### config.mk
export PLATFORM = sky130hd
export DESIGN_NAME = ldstMaster
export DESIGN_NICKNAME = d
export VERILOG_FILES = /design/src/rtl/ldstPkg.sv /design/src/rtl/ldstCtrl.sv /design/src/rtl/ldstDpath.sv /design/src/rtl/ldstMaster.sv
export SDC_FILE = /design/constraint.sdc
export NUM_CORES = 1
export LEC_CHECK = 0
export ABC_CLOCK_PERIOD_IN_PS = 1900
export BUFFER_PORTS_ARGS = -buffer_cell sky130_fd_sc_hd__buf_2
export CAP_MARGIN = 20
export CORE_AREA = 2 2 148 150
export DETAILED_ROUTE_END_ITERATION = 16
export DIE_AREA = 0 0 150 152
export GPL_TIMING_DRIVEN = 0
export SYNTH_ARGS = -nofsm -noshare
export SYNTH_HDL_FRONTEND = slang
export SYNTH_SLANG_ARGS = --single-unit
### constraint.sdc
create_clock -name clk -period 1.9 [get_ports clk]
set_clock_uncertainty 0.2 [all_clocks]
set_input_delay 0.19 -clock clk [delete_from_list [all_inputs] [get_ports clk]]
set_output_delay 0.19 -clock clk [all_outputs]
set_load 0.02 [all_outputs]
### src/rtl/ldstPkg.sv
package ldstPkg;
  localparam int LEN_W = 4;

  typedef enum logic [2:0] {
    S_IDLE,
    S_ADDR,
    S_LDWAIT,
    S_STDATA,
    S_DRAIN
  } ctrlState_t;

  typedef struct packed {
    logic takeCmd;
    logic loadDone;
    logic storeDone;
    logic excDone;
  } dpStrobe_t;
endpackage

### src/rtl/ldstCtrl.sv
module ldstCtrl
  import ldstPkg::*;
(
  input  logic      clk,
  input  logic      rstN,
  input  logic      abortI,
  input  logic      cmdValid,
  input  logic      opIsStore,
  input  logic      portBusy,
  input  logic      portAddrAck,
  input  logic      portAddrExc,
  input  logic      portLdValid,
  output logic      cmdReady,
  output logic      portLd,
  output logic      portSt,
  output logic      portAddrValid,
  output logic      portStValid,
  output logic      portKill,
  output dpStrobe_t strobe
);
  ctrlState_t state, stateNxt;
  logic busySeen;
  logic active, ending, reqOn;

  assign active   = (state != S_IDLE);
  assign ending   = busySeen && !portBusy;
  assign reqOn    = active && !ending;
  assign cmdReady = (state == S_IDLE) && !portBusy;

  assign portLd        = reqOn && !opIsStore;
  assign portSt        = reqOn && opIsStore;
  assign portAddrValid = reqOn;
  assign portStValid   = (state == S_STDATA);
  assign portKill      = abortI && active;

  always_comb begin
    strobe           = '0;
    strobe.takeCmd   = cmdValid && cmdReady;
    strobe.excDone   = (state == S_ADDR) && portAddrExc && !abortI;
    strobe.loadDone  = (state == S_LDWAIT) && portLdValid && !abortI;
    strobe.storeDone = (state == S_STDATA) && !abortI;
  end

  always_comb begin
    stateNxt = state;
    unique case (state)
      S_IDLE:   if (cmdValid && cmdReady) stateNxt = S_ADDR;
      S_ADDR: begin
        if (portAddrExc)      stateNxt = S_DRAIN;
        else if (portAddrAck) stateNxt = opIsStore ? S_STDATA : S_LDWAIT;
      end
      S_LDWAIT: if (portLdValid) stateNxt = S_DRAIN;
      S_STDATA: stateNxt = S_DRAIN;
      S_DRAIN:  if (!portBusy) stateNxt = S_IDLE;
      default:  stateNxt = S_IDLE;
    endcase
    if (abortI && active) stateNxt = S_IDLE;
  end

  always_ff @(posedge clk or negedge rstN) begin
    if (!rstN) begin
      state    <= S_IDLE;
      busySeen <= 1'b0;
    end else begin
      state <= stateNxt;
      if (state == S_IDLE || stateNxt == S_IDLE) busySeen <= 1'b0;
      else                                       busySeen <= busySeen || portBusy;
    end
  end


  st_pulse_once_chk: assert property (@(posedge clk) disable iff (!rstN)
    portStValid |=> !portStValid);


  st_after_ack_chk: assert property (@(posedge clk) disable iff (!rstN)
    portStValid |-> $past(portAddrAck));


  kill_to_idle_chk: assert property (@(posedge clk) disable iff (!rstN)
    portKill |=> (!portAddrValid && !portStValid));


  take_then_req_chk: assert property (@(posedge clk) disable iff (!rstN)
    (cmdValid && cmdReady && !abortI) |=> portAddrValid);
endmodule

### src/rtl/ldstDpath.sv
module ldstDpath
  import ldstPkg::*;
#(
  parameter int ADDR_W = 48,
  parameter int DATA_W = 64
) (
  input  logic              clk,
  input  logic              rstN,
  input  dpStrobe_t         strobe,
  input  logic              cmdIsStore,
  input  logic [LEN_W-1:0]  cmdLen,
  input  logic [ADDR_W-1:0] cmdAddr,
  input  logic [DATA_W-1:0] cmdData,
  input  logic [DATA_W-1:0] portLdData,
  output logic              opIsStore,
  output logic [LEN_W-1:0]  portLen,
  output logic [ADDR_W-1:0] portAddr,
  output logic [DATA_W-1:0] portStData,
  output logic              resValid,
  output logic              resExc,
  output logic [DATA_W-1:0] resData
);
  always_ff @(posedge clk or negedge rstN) begin
    if (!rstN) begin
      opIsStore  <= 1'b0;
      portLen    <= '0;
      portAddr   <= '0;
      portStData <= '0;
    end else if (strobe.takeCmd) begin
      opIsStore  <= cmdIsStore;
      portLen    <= cmdLen;
      portAddr   <= cmdAddr;
      portStData <= cmdData;
    end
  end

  always_ff @(posedge clk or negedge rstN) begin
    if (!rstN) begin
      resValid <= 1'b0;
      resExc   <= 1'b0;
      resData  <= '0;
    end else begin
      resValid <= strobe.loadDone || strobe.storeDone || strobe.excDone;
      resExc   <= strobe.excDone;
      if (strobe.loadDone)                        resData <= portLdData;
      else if (strobe.storeDone || strobe.excDone) resData <= '0;
    end
  end


  exc_zero_data_chk: assert property (@(posedge clk) disable iff (!rstN)
    (resValid && resExc) |-> (resData == '0));
endmodule

### src/rtl/ldstMaster.sv
module ldstMaster
  import ldstPkg::*;
#(
  parameter int ADDR_W = 48,
  parameter int DATA_W = 64
) (
  input  logic              clk,
  input  logic              rstN,
  input  logic              abortI,
  input  logic              cmdValid,
  output logic              cmdReady,
  input  logic              cmdIsStore,
  input  logic [LEN_W-1:0]  cmdLen,
  input  logic [ADDR_W-1:0] cmdAddr,
  input  logic [DATA_W-1:0] cmdData,
  output logic              resValid,
  output logic              resExc,
  output logic [DATA_W-1:0] resData,
  output logic              portLd,
  output logic              portSt,
  output logic [LEN_W-1:0]  portLen,
  output logic [ADDR_W-1:0] portAddr,
  output logic              portAddrValid,
  output logic [DATA_W-1:0] portStData,
  output logic              portStValid,
  output logic              portKill,
  input  logic              portBusy,
  input  logic              portAddrAck,
  input  logic              portAddrExc,
  input  logic              portLdValid,
  input  logic [DATA_W-1:0] portLdData
);
  dpStrobe_t strobe;
  logic opIsStore;

  ldstCtrl u_ctrl (
    .clk(clk), .rstN(rstN), .abortI(abortI), .cmdValid(cmdValid),
    .opIsStore(opIsStore), .portBusy(portBusy), .portAddrAck(portAddrAck),
    .portAddrExc(portAddrExc), .portLdValid(portLdValid),
    .cmdReady(cmdReady), .portLd(portLd), .portSt(portSt),
    .portAddrValid(portAddrValid), .portStValid(portStValid),
    .portKill(portKill), .strobe(strobe)
  );

  ldstDpath #(.ADDR_W(ADDR_W), .DATA_W(DATA_W)) u_dpath (
    .clk(clk), .rstN(rstN), .strobe(strobe), .cmdIsStore(cmdIsStore),
    .cmdLen(cmdLen), .cmdAddr(cmdAddr), .cmdData(cmdData),
    .portLdData(portLdData), .opIsStore(opIsStore), .portLen(portLen),
    .portAddr(portAddr), .portStData(portStData), .resValid(resValid),
    .resExc(resExc), .resData(resData)
  );


  addr_hold_chk: assert property (@(posedge clk) disable iff (!rstN)
    (portAddrValid && $past(portAddrValid)) |-> ($stable(portAddr) && $stable(portLen)));


  res_cause_chk: assert property (@(posedge clk) disable iff (!rstN)
    resValid |-> $past(portLdValid || portAddrExc || portStValid));
endmodule

==> impl_results.md <==
- Outcome: finished, violations left
- Violated checks: negative setup slack
- Unrepaired setup endpoints after global routing: true
- Die Outline Area: 22800 um2
- Met3 layer usage reported by global route: 4.86%
- FILL cells: 1746
- Max-slew violation total from the final report: 0
- DR DRC count: 0
- Pre-CTS worst setup slack: -0.165 ns
- Number of standard cells after synthesis: 431
- Leakage power total: 5.98 nW
- Overall routing resource usage: 17.9%
- Antenna cells: 0
- Final weighted congestion of routability-driven global placement: 0.810
- Clock insertion delay at the later pin of the skew report: 0.41 ns
- Ratio of cells with drive above 1 in the final layout: 52.1%
- Routed Wire Length: 21000 um
- Syn Std Cell Area: 6970 um2
- Via count: 5901
- Worst hold slack across all endpoints: 0.143 ns
- Summed negative setup slack over all endpoints: -0.119 ns
- Remaining max-slew budget at the tightest pin: 55.2%
- Vert. Die Dim: 152 um
- Met2 layer usage reported by global route: 32.8%
- Peak ir drop on the vdd network: 0.628 mV
- Core area: 21400 um2
- Area growth from synthesis to layout: 70.3%
- Shortest clock period the worst path allows after layout: 1.95 ns
- Total power after layout: 16.8 mW
- Clock tree from TritonCTS: built
- Clock-pin slew on the worst setup and hold paths: 0.07 ns
- Footprint of the multi-input gates: 2160 um2
- H-tree level count: 4
- Fmax: 0.512 GHz
- Kind of critical path: register to primary output
- First-pass DRT Iterations: 4
- Number of nets in the final layout: 1215
- Buffer levels on the longest clock path: 2
- Startpoint types: register
- PD cells: 1420 nW/um2
- Final Hold Fails: 0
- Register bit total from synthesis: 187
- First-pass GRT wire length: 32300 um
- Clock tree sinks: 187
- Average footprint of a synthesized cell: 16.2 um2
- Net Count, Synth: 620
- Crit path required time: 1.51 ns
- Core Rows: 54
- Data arrival time of the critical path: 1.56 ns
- IO Pins: 377
- Clock root buffer master: clkbuf_16
- Starting density of the core: 32.6%
- Synth cell types: 30
- Antenna viol nets, final: 0
- Number of buffers created by CTS: 17
- Period utilization: 103%
- Remaining global-route overflow: 0
- Routed via count divided by cell count: 4.47
- Register cell area after layout: 4680 um2
- Setup Viol. Count Final: 3
- Number of I/O port buffers: 376
- Vias in the first global route: 6367
- Number of antenna violations at the first check in global routing: 0
- Warning count from the yosys run: 0
- Util after Layout: 55.6%
- Met1 demand-to-capacity share in global routing: 20.0%
- Worst Setup Slack, final: -0.0513 ns
- First DRT Iteration DRCs: 242
- Die X: 150 um
- Routed wirelength normalized by instance count: 15.9 um
- Pin count of the biggest net entering global routing: 102
- Max-cap violation count: 0
- Hpwl dp: 13500 um
- Setup crit end kind: primary output
- Layer with the highest usage: met2
- Critical path fanouts, max: 4
- Transition at the pin with the smallest max-transition slack: 0.672 ns
- Sequential share of the synthesized area: 67.1%
- Worst Hold Class: input pin to asynchronous set/reset pin
-- stage by stage --
stage                     area, um2  instances
after CTS                     11800       1317
final                         11900       1319
after global routing          11900       1319
after floorplan                6970        431
after detailed placement       9240       1088
after global placement         9200       1087
-- routing by layer --
metal	up-vias	wire length, um
met5	-	0
met4	0	332
met3	26	1460
met2	239	11100
met1	2868	8060
li1	2768	-
-- flip-flops by register name (all words and copies together), names as in the netlist --
register,flops
u_dpath.resExc,1
u_dpath.resValid,1
u_ctrl.state,3
u_dpath.portStData,64
u_dpath.portAddr,48
u_dpath.resData,64
u_ctrl.busySeen,1
u_dpath.opIsStore,1
u_dpath.portLen,4
-- area by class of cell --
cell class,instances,area share [%]
Clock buffer,20,3.68
Tap cell,280,2.95
Clock inverter,12,0.917
Inverter,2,0.0633
Multi-Input combinational cell,214,18.2
Timing Repair Buffer,576,33.0
Sequential cell,187,39.4
Buffer,28,1.75
-- path summary, 6_finish.rpt --
check                                                    from                            endpoint  slack (ns)  depth (start not counted)
max                                 u_ctrl.state[1]$_DFF_PN0_                              portSt       -0.05                          5
min                                                      rstN    u_dpath.portAddr[11]$_DFFE_PN0P_        0.14                          2
max reg2reg                         u_ctrl.state[1]$_DFF_PN0_           u_ctrl.busySeen$_DFF_PN0_        0.01                          6
min reg2reg                u_dpath.portStData[35]$_DFFE_PN0P_  u_dpath.portStData[35]$_DFFE_PN0P_        0.29                          1
max in group asynchronous                                rstN           u_ctrl.state[1]$_DFF_PN0_        0.41                          3
min in group clk                                     portBusy           u_ctrl.state[2]$_DFF_PN0_        0.15                          4
-- cell usage in the layout (no fill, tap or decap), types with 2 or more instances in the layout --
cell,count
inv_6,2
inv_8,4
nor4_4,2
dfrtp_1,186
buf_2,380
clkinvlp_4,5
mux2_2,87
buf_6,12
a22o_1,64
nor2_1,5
nand2_1,2
dlygate4sd3_1,188
mux2_1,30
buf_4,20
clkbuf_1,4
inv_1,2
clkbuf_16,17
o21ai_0,2
nor2b_1,2
nand2b_1,2
and2_4,2
-- synth_stat cells, drive strengths merged --
library cell  instances  area share [%]
or4bb                 1            0.16
o221a                 1            0.16
nor3b                 1            0.11
nor3                  1           0.072
o21ai                 2            0.14
a32oi                 1            0.13
and2                  2            0.18
o31ai                 1            0.11
nor2                  5            0.27
nor4                  2            0.61
mux2                117              19
o21a                  1            0.11
inv                   2            0.11
a31oi                 1           0.090
nor2b                 3            0.27
nand2b                2            0.18
nor4bb                1            0.14
o21bai                1            0.11
dfrtp               187              67
a211o                 1            0.13
or4                   1            0.11
nor4b                 1            0.13
a22o                 64             8.0
clkbuf                2            0.11
buf                  26             2.2
a21oi                 1           0.072
nand2                 3            0.20
-- worst max-delay path: stages (launching register included) --
cell and delay (ns):
dfrtp_2 0.45, buf_6 0.14, nor3_4 0.21, a21oi_4 0.07, and2_4 0.16, buf_6 0.12
-- timing repair --
item,in CTS,in global routing
setup buffers,9,2
hold buffers,188,0
endpoints found under the hold margin,272,0
setup endpoints to repair,175,87
gates resized for setup,18,29
pin swaps,3,2
-- where the power goes --
part | total (mW) | internal (mW) | leakage [nW] | switching, mW
combinational | 7.13 | 3.13 | 3.40 | 4.01
clock | 3.33 | 1.72 | 0.251 | 1.60
sequential | 6.35 | 5.56 | 2.33 | 0.786
-- cells by family (layout without fill, tap and decap cells) --
kind of cell	count (synthesis)	count (layout)	share of synthesized area [%]
flops	187	187	67.1
mux	117	117	18.9
compound gates	74	74	9.08
buf+inv	30	638	2.44
simple gates	23	23	2.42
(Power assumes the default switching activity.)
